$ cat src/rtl/blsb_pkg.sv
package blsb_pkg;

  typedef struct packed {
    logic even;
    logic odd;
  } bank_sel_t;

  // Bank selection for one request: byte picks one bank by the lane bit,
  // word picks both, no request picks none.
  function automatic bank_sel_t pick_banks(input logic req,
                                           input logic is_byte,
                                           input logic lane_bit);
    bank_sel_t s;
    s.even = req & (~is_byte | ~lane_bit);
    s.odd  = req & (~is_byte |  lane_bit);
    return s;
  endfunction

  // A read of a byte from the even (high-order) lane needs the returned
  // low byte copied upward.
  function automatic logic needs_swap(input logic is_rd,
                                      input logic is_byte,
                                      input logic lane_bit);
    return is_rd & is_byte & ~lane_bit;
  endfunction

endpackage

$ cat src/rtl/blsb_bank_decode.sv
module blsb_bank_decode
  import blsb_pkg::*;
(
  input  logic clk,
  input  logic rst_n,
  input  logic req,
  input  logic is_rd,
  input  logic is_byte,
  input  logic lane_bit,
  output logic even_en,
  output logic odd_en,
  output logic we
);

  bank_sel_t sel;

  always_comb begin
    sel     = pick_banks(req, is_byte, lane_bit);
    even_en = sel.even;
    odd_en  = sel.odd;
    we      = req & ~is_rd;
  end


  odd_lane_only_chk: assert property (@(posedge clk) disable iff (!rst_n)
    (req && is_byte && lane_bit) |-> (odd_en && !even_en));


  even_lane_only_chk: assert property (@(posedge clk) disable iff (!rst_n)
    (req && is_byte && !lane_bit) |-> (even_en && !odd_en));


  idle_no_bank_chk: assert property (@(posedge clk) disable iff (!rst_n)
    !req |-> (!even_en && !odd_en && !we));

endmodule

$ cat src/rtl/blsb_swap_ctrl.sv
module blsb_swap_ctrl
  import blsb_pkg::*;
(
  input  logic clk,
  input  logic rst_n,
  input  logic req,
  input  logic is_rd,
  input  logic is_byte,
  input  logic lane_bit,
  output logic swap_q
);

  logic rd_accept;
  logic swap_next;

  assign rd_accept = req & is_rd;
  assign swap_next = needs_swap(is_rd, is_byte, lane_bit);

  always_ff @(posedge clk) begin
    if (!rst_n)         swap_q <= 1'b0;
    else if (rd_accept) swap_q <= swap_next;
  end


  swap_hold_chk: assert property (@(posedge clk) disable iff (!rst_n)
    !rd_accept |=> $stable(swap_q));

endmodule

$ cat src/rtl/blsb_read_steer.sv
module blsb_read_steer #(
  parameter int DATA_W = 16,
  parameter int LANE_W = 8
) (
  input  logic              clk,
  input  logic              rst_n,
  input  logic              swap,
  input  logic              in_valid,
  input  logic [DATA_W-1:0] in_data,
  output logic              out_valid,
  output logic [DATA_W-1:0] out_data
);

  localparam int NUM_LANES = DATA_W / LANE_W;

  logic [DATA_W-1:0] steered;

  for (genvar g = 0; g < NUM_LANES; g++) begin : g_lane
    assign steered[g*LANE_W +: LANE_W] =
      swap ? in_data[LANE_W-1:0] : in_data[g*LANE_W +: LANE_W];
  end

  always_ff @(posedge clk) begin
    if (!rst_n) begin
      out_valid <= 1'b0;
      out_data  <= '0;
    end else begin
      out_valid <= in_valid;
      if (in_valid) out_data <= steered;
    end
  end


  valid_follow_chk: assert property (@(posedge clk) disable iff (!rst_n)
    in_valid |=> out_valid);


  data_hold_chk: assert property (@(posedge clk) disable iff (!rst_n)
    !in_valid |=> $stable(out_data));


  swap_dup_chk: assert property (@(posedge clk) disable iff (!rst_n)
    (in_valid && swap) |=> (out_data[DATA_W-1 -: LANE_W] == out_data[LANE_W-1:0]));

endmodule

$ cat src/rtl/byte_lane_bridge.sv
module byte_lane_bridge #(
  parameter int DATA_W = 16,
  parameter int ADDR_W = 16,
  parameter int LANE_W = 8
) (
  input  logic              clk,
  input  logic              rst_n,
  input  logic              cpu_req,
  input  logic              cpu_rd,
  input  logic              cpu_byte,
  input  logic [ADDR_W-1:0] cpu_addr,
  input  logic [DATA_W-1:0] cpu_wdata,
  output logic [ADDR_W-1:0] mem_addr,
  output logic [DATA_W-1:0] mem_wdata,
  output logic              mem_we,
  output logic              bank_even_en,
  output logic              bank_odd_en,
  input  logic              sys_rvalid,
  input  logic [DATA_W-1:0] sys_rdata,
  output logic              cpu_rvalid,
  output logic [DATA_W-1:0] cpu_rdata
);

  logic lane_bit;
  logic swap_active;

  assign lane_bit  = cpu_addr[0];
  assign mem_addr  = cpu_addr;
  assign mem_wdata = cpu_wdata;

  blsb_bank_decode u_decode (
    .clk      (clk),
    .rst_n    (rst_n),
    .req      (cpu_req),
    .is_rd    (cpu_rd),
    .is_byte  (cpu_byte),
    .lane_bit (lane_bit),
    .even_en  (bank_even_en),
    .odd_en   (bank_odd_en),
    .we       (mem_we)
  );

  blsb_swap_ctrl u_swap (
    .clk      (clk),
    .rst_n    (rst_n),
    .req      (cpu_req),
    .is_rd    (cpu_rd),
    .is_byte  (cpu_byte),
    .lane_bit (lane_bit),
    .swap_q   (swap_active)
  );

  blsb_read_steer #(.DATA_W(DATA_W), .LANE_W(LANE_W)) u_steer (
    .clk       (clk),
    .rst_n     (rst_n),
    .swap      (swap_active),
    .in_valid  (sys_rvalid),
    .in_data   (sys_rdata),
    .out_valid (cpu_rvalid),
    .out_data  (cpu_rdata)
  );


  word_read_clear_chk: assert property (@(posedge clk) disable iff (!rst_n)
    (cpu_req && cpu_rd && !cpu_byte) |=> !swap_active);


  write_strobe_chk: assert property (@(posedge clk) disable iff (!rst_n)
    (cpu_req && cpu_rd) |-> !mem_we);

endmodule

$ cat config.mk
export PLATFORM = sky130hd
export DESIGN_NAME = byte_lane_bridge
export DESIGN_NICKNAME = d
export VERILOG_FILES = /design/src/rtl/blsb_pkg.sv /design/src/rtl/blsb_bank_decode.sv /design/src/rtl/blsb_swap_ctrl.sv /design/src/rtl/blsb_read_steer.sv /design/src/rtl/byte_lane_bridge.sv
export SDC_FILE = /design/constraint.sdc
export NUM_CORES = 1
export LEC_CHECK = 0
export BUFFER_PORTS_ARGS = -buffer_cell sky130_fd_sc_hd__buf_4
export CORE_MARGIN = 1
export CORE_UTILIZATION = 25
export DETAILED_ROUTE_END_ITERATION = 7
export PLACE_DENSITY = 0.58
export SYNTH_ARGS = -nofsm -noshare
export SYNTH_HDL_FRONTEND = slang
export SYNTH_SLANG_ARGS = --single-unit
export TNS_END_PERCENT = 100
$ cat constraint.sdc
create_clock -name clk -period 0.9 [get_ports clk]
set_input_delay 0.18 -clock clk [delete_from_list [all_inputs] [get_ports clk]]
set_output_delay 0.18 -clock clk [all_outputs]
set_load 0.02 [all_outputs]
### Word-level counts from Yosys, hierarchy flattened

Index checks and enable logic that the tools add are counted.
Widths: inputs -> output; s select.

* multiplexer cells: 1
* bitwise operators: 11

Operators with widths (count)
* $mux 8: 1
* $and 1x1->1: 6
* $not 1->1: 3
* $or 1x1->1: 2

* register bits: 18
* input port bits: 54
* output and inout port bits: 52

### Logic depth before layout (Yosys ltp)

Gate-level depths: netlist of the first run.

* depth after elaboration: 3
* mapped depth: 4

### By module

From an unflattened synthesis of the first run, not the netlist that was laid out.

* cell total of the unflattened synthesis: 103
* area total of the unflattened synthesis: 1008.5 µm²

Modules (own cells, without submodules)
* blsb_read_steer: instances 1, cells each 63, area each 698.2 µm², sequential area each 340.3 µm²
* byte_lane_bridge: instances 1, cells each 32, area each 240.2 µm², sequential area each 0.0 µm²
* blsb_swap_ctrl: instances 1, cells each 4, area each 45.0 µm², sequential area each 20.0 µm²
* blsb_bank_decode: instances 1, cells each 4, area each 25.0 µm², sequential area each 0.0 µm²

### Least setup slack after synthesis of the first run

OpenSTA, ideal clock, no wires.

* path kind: input to output
* start point: in cpu_addr[0]
* end point: out bank_odd_en
* arrival time: 0.690 ns
* required time: 0.720 ns
* path slack: 0.030 ns
* stages on the path: 2
* buffers on the path: 0
* cell sequence: inv_1 a21boi_0

* cells in the longest elaborated chain, start to end: 2

Ends and longest elaborated chain
* start: declaration: RTL line byte_lane_bridge.sv:11 `input logic [ADDR_W-1:0] cpu_addr,`
* $or 1x1->1: RTL line blsb_pkg.sv:15 `s.odd = req & (~is_byte | lane_bit);`
* $and 1x1->1: RTL line blsb_pkg.sv:15
* end: declaration: RTL line byte_lane_bridge.sv:17 `output logic bank_odd_en,`

No other way between the ends.

### Final worst setup path of the first run

* start point: reg u_swap.swap_q
* end point: reg u_steer.out_data[14]

* cells in the longest elaborated chain, start to end: 1

Ends and longest elaborated chain
* start: declaration: RTL line blsb_swap_ctrl.sv:10 `output logic swap_q`
* start signal: assignment: RTL line blsb_swap_ctrl.sv:21 `else if (rd_accept) swap_q <= swap_next;`
* $mux 8: RTL line blsb_read_steer.sv:20 `swap ? in_data[LANE_W-1:0] : in_data[g*LANE_W +: LANE_W];`
* end signal: assignment: RTL line blsb_read_steer.sv:29 `if (in_valid) out_data <= steered;`
* end: declaration: RTL line blsb_read_steer.sv:11 `output logic [DATA_W-1:0] out_data`

No other way between the ends.
A chain may end at the register's enable or synchronous reset.

==> results of run 1 <==
-- final cells by class --
type	count	share of cell area
Tap cell	48	0.0479
Timing Repair Buffer	45	0.327
Multi-Input combinational cell	47	0.285
Sequential cell	18	0.304
Inverter	1	0.00299
Clock buffer	3	0.0329
-- path summary, 6_finish.rpt --
path / startpoint / to / cells after the start
worst max-delay path: u_swap.swap_q / u_steer.out_data[14] / 3
worst min-delay path: sys_rdata[7] / u_steer.out_data[7] / 3
worst max register to register: u_swap.swap_q / u_steer.out_data[14] / 3
worst min register to register: u_steer.out_data[7] / u_steer.out_data[7] / 2
-- cell usage in the layout (no fill, tap or decap) --
cell type  Yosys  final
inv_1          1      1
o21a_1         1      1
a21oi_2        0      1
mux2i_2        0      2
o21ai_1        2      2
o21ai_2        1      1
and2_1         1      1
dfxtp_2        0     17
a21boi_0       3      2
buf_6          2     16
o21ai_0        5      5
nor2b_1        9      9
buf_4         34     28
dfxtp_1       18      1
mux2i_1       16     14
a21boi_1       0      1
buf_12         1      1
clkbuf_8       0      3
a21oi_1        8      7
and4b_1        1      1
-- timing repair --
action,4_1_cts,5_1_grt
hold buffers,0,0
endpoints found under the setup margin,24,19
gates resized for setup,32,5
pin swaps,1,3
setup buffers,0,1
-- logic make-up after synthesis --
kind of cell           after synthesis  share of synthesized area
muxes                               16                      0.159
and+or+nand+nor                     11                     0.0720
DFF                                 18                      0.357
buffers and inverters               38                      0.299
AOI/OAI and AO/OA                   20                      0.113
-- metrics by stage --
stage	setup TNS (ps)	instance area, sq um	setup slack (ps)	cells	hold slack, ps
floorplan	0	1010	29.8	103	308
global placement	0	1110	22.2	158	360
detailed placement	-91.6	1110	-19.5	158	360
CTS	0	1230	2.75	161	202
global route	-339	1250	-46.0	162	217
finish	-26.9	1250	-26.9	162	204
-- power by group through the flow --
| stage | clock [mW] | sequential (mW) | combinational (mW) |
|---|---|---|---|
| global placement | 0 | 0.890 | 0.381 |
| CTS | 0.566 | 0.893 | 0.415 |
| global route | 0.602 | 0.899 | 0.460 |
| floorplan | 0 | 0.949 | 0.347 |
| detailed placement | 0 | 0.891 | 0.386 |
| finish | 0.546 | 0.893 | 0.426 |
-- tightest hold or removal path, cell delays in order --
cell	delay (ps)
buf_4	90
mux2i_1	60
nor2b_1	90
-- sequential cells by signal, indices dropped and copies added, names as in the netlist --
register           count
u_steer.out_data      16
u_steer.out_valid      1
u_swap.swap_q          1
-- routing by layer --
layer / wire length, um / GRT usage / vias to the layer above
li1: - / - / 335
met1: 888 / 0.128 / 307
met2: 971 / 0.166 / 38
met3: 235 / 0.0226 / 10
met4: 35 / 0.0516 / 0
met5: 0 / 0 / -
==> flow_metrics.tcl, run 1 <==
set metrics [dict create \
    power_mw 1.86 \
    status "finished, violations left" \
    powerDensity_nw_per_um2 1490 \
    clk_latency_ps 250 \
    clkTransAtPathRegs_ps 70 \
    cp_slowest_cell "dfxtp_2" \
    cts_tree "yes" \
    antenna_found_initial 0 \
    synth_area_sq_um 1010 \
    fin_skew_ps 3.11 \
    setup-violations-final 1 \
    netlist.area_leader.share 0.357 \
    layout-drive-gt1-share 0.605 \
    setup_slack_ps -26.9 \
    failed_checks "negative setup slack" \
    postSynthAreaPerCell_sq_um 9.79 \
    worst_pin_slew_ps 291 \
    dr.first_iter.drc_count 5 \
    fin_crit_sh 1.03 \
    critPathLaunchType "register" \
    p_switching_uw 479 \
    max_cap_viol_count 0 \
    wl_um 2130 \
    end_kind "register" \
    hold_path_class "input port to register" \
    path_max_fanout 8 \
    ff2ff_setup_slack_ps -30 \
    p_int_mw 1.39 \
    worst-setup-path-type "register to register" \
    area_growth_pct 24.4 \
    syn-num-nets 157 \
    syn_inst 103 \
    die_y_um 65.5 \
    seqPwrFrac 0.479 \
    ys_types 15 \
    swShare 0.257 \
    rsz0062_at_grt "true" \
    finalHoldViolCount 0 \
    die_w_um 65.5 \
    n_antenna_cell 0 \
    crit_family "flip-flops" \
    synth_edf_count 0 \
    multi_input_area_sq_um 358 \
    viasPerCell 4.26 \
    cts-buffers-inserted 3 \
    final_util 0.333 \
    grt_max_degree 26 \
    dpl.hpwl_um 1510 \
    cp.buffers_inverters 1 \
    max-clock-path-buffers 2 \
    total_leakage_power_nw 0.549 \
    max_freq_mhz 1080 \
    std_cell_rows 22 \
    initial_utilization 0.267 \
    ant_nets 0 \
    ios 106 \
    yosysMostFrequentCell "buf_4" \
    irDropWorstVdd_mv 0.829 \
    h-tree-depth 1 \
    dieArea_sq_um 4290 \
    nFillCells 393 \
    track_usage 0.103 \
    worstPathArrival_ps 1050 \
    comb_power_share 0.228 \
    synth_warnings 0 \
    register_area_sq_um 382 \
    coreArea_sq_um 3770 \
    critPathRequiredTime_ps 1030 \
    dr_total_vias 690 \
    gr-total-overflow 0 \
    clock-sinks 18 \
    cpPeakStageDelay_ps 350 \
    synth_common_cells "buf_4, dfxtp_1, mux2i_1" \
    crit_chain "buf_12, mux2i_2, a21oi_2" \
    synth_seq_cells 18 \
    async_flop_share 0 \
    ys.flop_type "dfxtp_1" \
    gp_congestion 0.720 \
    slew_violations 0 \
    grt_pass1_vias 766 \
    first_pass_iters 2 \
    wl_per_cell_um 13.2 \
    port_buffers 43 \
    slew_headroom 0.806 \
    ys_seq_area_frac 0.357 \
    fin_nets 170 \
    synth_area_leaders "dfxtp_1, buf_4, mux2i_1" \
    yosys.area.top_type "dfxtp_1" \
    drc_errors 0 \
    p_clk_frac 0.293 \
    min_period_ps 927 \
    cts_root_buf "clkbuf_8" \
    grt_pass1_wl_um 3440 \
]
Power figures use the tool's default switching activity.
==> run 2, diff against run 1 <==
REMOVE_ABC_BUFFERS = 1   (was not set)
==> run 2 against run 1 <==
The flow now finishes without violations. Sequential power barely moved. Clock power rose by 23%. Sequential share of layout area fell by 0.53 points. Die area did not move. Worst hold slack got worse by 11 ps. Setup slack improved by 37 ps. Maximum frequency rose by 4.1%. Clock skew rose by 0.83 ps. Global-route usage rose by 4.2 points. Critical path type is now register to output pin. Critical endpoint is now cpu_rdata[2].
==> flow_metrics.tcl, run 2 (synthesis results as in run 1) <==
set metrics [dict create \
    layout_common_cells "buf_4, buf_6, dfxtp_2, mux2i_1, nor2b_1" \
    initial_utilization 0.267 \
    dpl.hpwl_um 2300 \
    top_register "u_steer.out_data" \
    ant_nets 0 \
    setup-violations-final 0 \
    wl_um 3090 \
    wl_per_cell_um 18.7 \
    grt_pass1_wl_um 4400 \
    fin_skew_ps 3.94 \
    cts-buffers-inserted 3 \
    crit_chain "buf_6" \
    clock-sinks 18 \
    grt_use_met1 0.170 \
    worst-setup-path-type "register to output pin" \
    drc_errors 0 \
    area_growth_pct 27.0 \
    status "complete, no violations" \
    slew_violations 0 \
    multi_input_area_sq_um 347 \
    total_leakage_power_nw 0.565 \
    final_util 0.340 \
    std_cell_rows 22 \
    powerDensity_nw_per_um2 1550 \
    min_period_ps 890 \
    clkTransAtPathRegs_ps 70 \
    gp_congestion 0.567 \
    setup_slack_ps 9.69 \
    post-place-ws_ps -24.8 \
    ios 106 \
    antenna_found_initial 0 \
    track_usage 0.145 \
    worst_pin_slew_ps 301 \
    port_buffers 43 \
    max_cap_viol_count 0 \
    first_pass_iters 2 \
    grt_pass1_vias 755 \
    gr-total-overflow 0 \
    die_w_um 65.5 \
    largest_reg_flops 16 \
    gr-max-usage-layer "met3" \
    cp_slowest_cell "dfxtp_2" \
    coreArea_sq_um 3770 \
    finalHoldViolCount 0 \
    end_kind "output pin" \
    fin_crit_sh 0.989 \
    dr_total_vias 751 \
    cts_root_buf "clkbuf_8" \
    power_mw 1.99 \
    worstPathArrival_ps 710 \
    fin_nets 172 \
    max_freq_mhz 1120 \
    cpPeakStageDelay_ps 340 \
    reg_top3 "u_steer.out_data (16), u_steer.out_valid (1), u_swap.swap_q (1)" \
    slew_headroom 0.800 \
    dr.first_iter.drc_count 17 \
    hold_path_class "input port to register" \
    cp.buffers_inverters 1 \
    clk_latency_ps 250 \
    crit_family "flip-flops" \
    n_antenna_cell 0 \
    grt_util_met2 0.168 \
    max-clock-path-buffers 2 \
    viasPerCell 4.55 \
    dieArea_sq_um 4290 \
    rsz0062_at_grt "true" \
    cts_tree "yes" \
    register_area_sq_um 383 \
    irDropWorstVdd_mv 0.991 \
    final_common_cell "buf_4" \
    path_max_fanout 2 \
    layout-drive-gt1-share 0.598 \
    met3_usage 0.182 \
    die_y_um 65.5 \
    h-tree-depth 1 \
    critPathLaunchType "register" \
    critPathRequiredTime_ps 720 \
    grt_max_degree 26 \
    nFillCells 388 \
]
run 2: final cells by class:
cell class | instances | share of cell area
Sequential cell | 18 | 0.299
Tap cell | 48 | 0.0469
Timing Repair Buffer | 47 | 0.338
Multi-Input combinational cell | 47 | 0.271
Clock buffer | 4 | 0.0430
Inverter | 1 | 0.00293
run 2: per-layer routing:
metal | vias up | share of wire | wire, um
met5 | - | 0 | 0
met4 | 0 | 0 | 0
met3 | 0 | 0.23 | 715
met2 | 73 | 0.36 | 1130
met1 | 337 | 0.40 | 1250
li1 | 341 | - | -
run 2: worst register-to-register path: stages, from the launching register on:
cell and delay (ps):
dfxtp_2 340, buf_12 140, a21boi_1 120, o21a_1 170
run 2: final timing paths:
path	slack, ps	from	end	depth (start not counted)
min reg2reg	520	u_steer.out_data[13]	u_steer.out_data[13]	2
max reg2reg	20	u_swap.swap_q	u_swap.swap_q	3
min	190	sys_rdata[6]	u_steer.out_data[6]	3
max	10	u_steer.out_data[2]	cpu_rdata[2]	1
run 2: through the flow:
stage	instance area, sq um	cells	setup TNS (ps)	hold WS [ps]
finish	1280	165	0	194
global route	1280	165	-335	201
CTS	1260	164	-16.2	189
detailed placement	1120	159	-63.3	360
global placement	1120	159	0	360
floorplan	711	66	-282	267
run 2: power breakdown:
part	internal [mW]	leakage, nW	switching (mW)
clock	0.389	0.0288	0.285
combinational	0.233	0.382	0.188
sequential	0.858	0.155	0.0344
total	1.48	0.565	0.507
run 2: what timing repair did:
action,in CTS,in global routing
pin swaps,0,5
gates resized for setup,33,4
hold buffers,0,0
buffers inserted,1,1
endpoints found under the setup margin,25,25
gates cloned,0,0
==> run 3, diff against run 2 <==
CTS_BUF_LIST = sky130_fd_sc_hd__clkbuf_4   (was not set)
==> run 3 against run 2 <==
The flow now finishes with violations (negative setup slack). Clock power down 36%. Critical path depth unchanged. Non-clock buffer count unchanged. Clock skew decreased by 2.9 ps. Clock-buffer cell count down 1. Sequential power barely moved. Sequential cell count is the same. Total power decreased by 12%. Die area stayed put. First-iteration DRC count increased by 12%. Maximum frequency shrank 6.3%.
==> flow_metrics.tcl, run 3 (synthesis results as in run 1) <==
set metrics [dict create \
    fin_crit_sh 1.06 \
    antenna_found_initial 0 \
    reg_top3 "u_steer.out_data (16), u_steer.out_valid (1), u_swap.swap_q (1)" \
    fin_skew_ps 1.01 \
    track_usage 0.148 \
    wl_per_cell_um 18.9 \
    ff2ff_setup_slack_ps 10 \
    clk_latency_ps 290 \
    finalHoldViolCount 0 \
    cp_slowest_cell "dfxtp_2" \
    r2r-start "u_swap.swap_q" \
    nFillCells 390 \
    reg2reg_depth 3 \
    wl_um 3110 \
    max_cap_viol_count 0 \
    h-tree-depth 1 \
    initial_utilization 0.267 \
    p_int_mw 1.25 \
    crit_chain "buf_6" \
    crit_family "flip-flops" \
    total_leakage_power_nw 0.552 \
    die_w_um 65.5 \
    p_clk_frac 0.248 \
    ant_nets 0 \
    hold_ws_ps 149 \
    path_max_fanout 2 \
    std_cell_rows 22 \
    dr_wl_met3_um 700 \
    setup_slack_ps -49.7 \
    dieArea_sq_um 4290 \
    failed_checks "negative setup slack" \
    powerDensity_nw_per_um2 1390 \
    seqPwrFrac 0.510 \
    largest_reg_flops 16 \
    layout-drive-gt1-share 0.590 \
    drc_errors 0 \
    gp_congestion 0.567 \
    setup-violations-final 17 \
    wl_met1_um 1270 \
    dr.first_iter.drc_count 19 \
    placed_area_sq_um 1120 \
    worst-setup-path-type "register to output pin" \
    dr_total_vias 753 \
    critPathLaunchType "register" \
    viasPerCell 4.56 \
    cts-buffers-inserted 3 \
    top_layer_used "met3" \
    top_register "u_steer.out_data" \
    comb_power_share 0.242 \
    max_freq_mhz 1050 \
    swShare 0.283 \
    port_buffers 43 \
    p_switching_uw 494 \
    worstPathArrival_ps 770 \
    final_common_cell "buf_4" \
    r2r_end "u_swap.swap_q" \
    cts_root_buf "clkbuf_4" \
    max-clock-path-buffers 2 \
    ios 106 \
    cpPeakStageDelay_ps 360 \
    critPathRequiredTime_ps 720 \
    end_kind "output pin" \
    worst_pin_slew_ps 301 \
    wl_met2_um 1140 \
    stdcell_area_sq_um 1250 \
    status "finished, violations left" \
    fin_tns_setup_ps -651 \
    power_mw 1.74 \
    clkTransAtPathRegs_ps 110 \
    cts_tree "yes" \
    grt_pass1_wl_um 4440 \
    final_util 0.333 \
    gr-total-overflow 0 \
    clock-sinks 18 \
    cp-endpoint "cpu_rdata[15]" \
    irDropWorstVdd_mv 0.969 \
    min_period_ps 950 \
    layout_common_cells "buf_4, buf_6, dfxtp_2, mux2i_1, nor2b_1" \
    area_growth_pct 24.4 \
    die_y_um 65.5 \
    slew_violations 0 \
    whs_path_depth 3 \
    rsz0062_at_grt "true" \
    cp.buffers_inverters 1 \
    n_antenna_cell 0 \
    coreArea_sq_um 3770 \
    dpl.hpwl_um 2300 \
    slew_headroom 0.799 \
    first_pass_iters 2 \
    hold_path_class "input port to register" \
    grt_pass1_vias 766 \
    grt_max_degree 26 \
    fin_nets 172 \
    crit_cells 1 \
    critPathLaunch "u_steer.out_data[15]" \
]
## run 3: worst min path at each step
stage | start | to | slack (ps)
after floorplan | sys_rvalid | u_steer.out_data[15] | 270
after global placement | cpu_addr[1] | mem_addr[1] | 360
after detailed placement | cpu_addr[1] | mem_addr[1] | 360
after CTS | sys_rdata[2] | u_steer.out_data[2] | 140
after global routing | sys_rdata[5] | u_steer.out_data[5] | 130
final | sys_rdata[6] | u_steer.out_data[6] | 150
## run 3: per-layer routing
metal | up-vias | GRT usage
li1 | 342 | -
met1 | 340 | 0.172
met2 | 71 | 0.169
met3 | 0 | 0.182
met4 | 0 | 0.0163
met5 | - | 0
## run 3: through the flow
step	setup slack, ps	cells
2_1_floorplan	-34.4	66
3_3_place_gp	18.4	159
3_5_place_dp	-24.8	159
4_1_cts	-64.6	165
5_1_grt	-110	165
6_report	-49.7	165
## run 3: power by group through the flow
stage	Clock [mW]	Sequential [mW]	Combinational [mW]
after floorplan	0	0.953	0.0950
after global placement	0	0.890	0.376
after detailed placement	0	0.892	0.385
after CTS	0.456	0.892	0.425
after global routing	0.525	0.896	0.450
final	0.432	0.890	0.422
## run 3: final cells by class
| class | instances | area (sq um) | share of cell area |
|---|---|---|---|
| Tap cell | 48 | 60.1 | 0.0479 |
| Clock buffer | 3 | 22.5 | 0.0179 |
| Inverter | 1 | 3.75 | 0.00299 |
| Multi-Input combinational cell | 47 | 347 | 0.276 |
| Clock inverter | 1 | 3.75 | 0.00299 |
| Sequential cell | 18 | 385 | 0.307 |
| Timing Repair Buffer | 47 | 433 | 0.345 |
## run 3: timing repair
item	CTS	global route
pin swaps	0	5
setup buffers	2	0
gates resized for setup	35	3
hold buffers	0	0
endpoints found under the setup margin	26	25
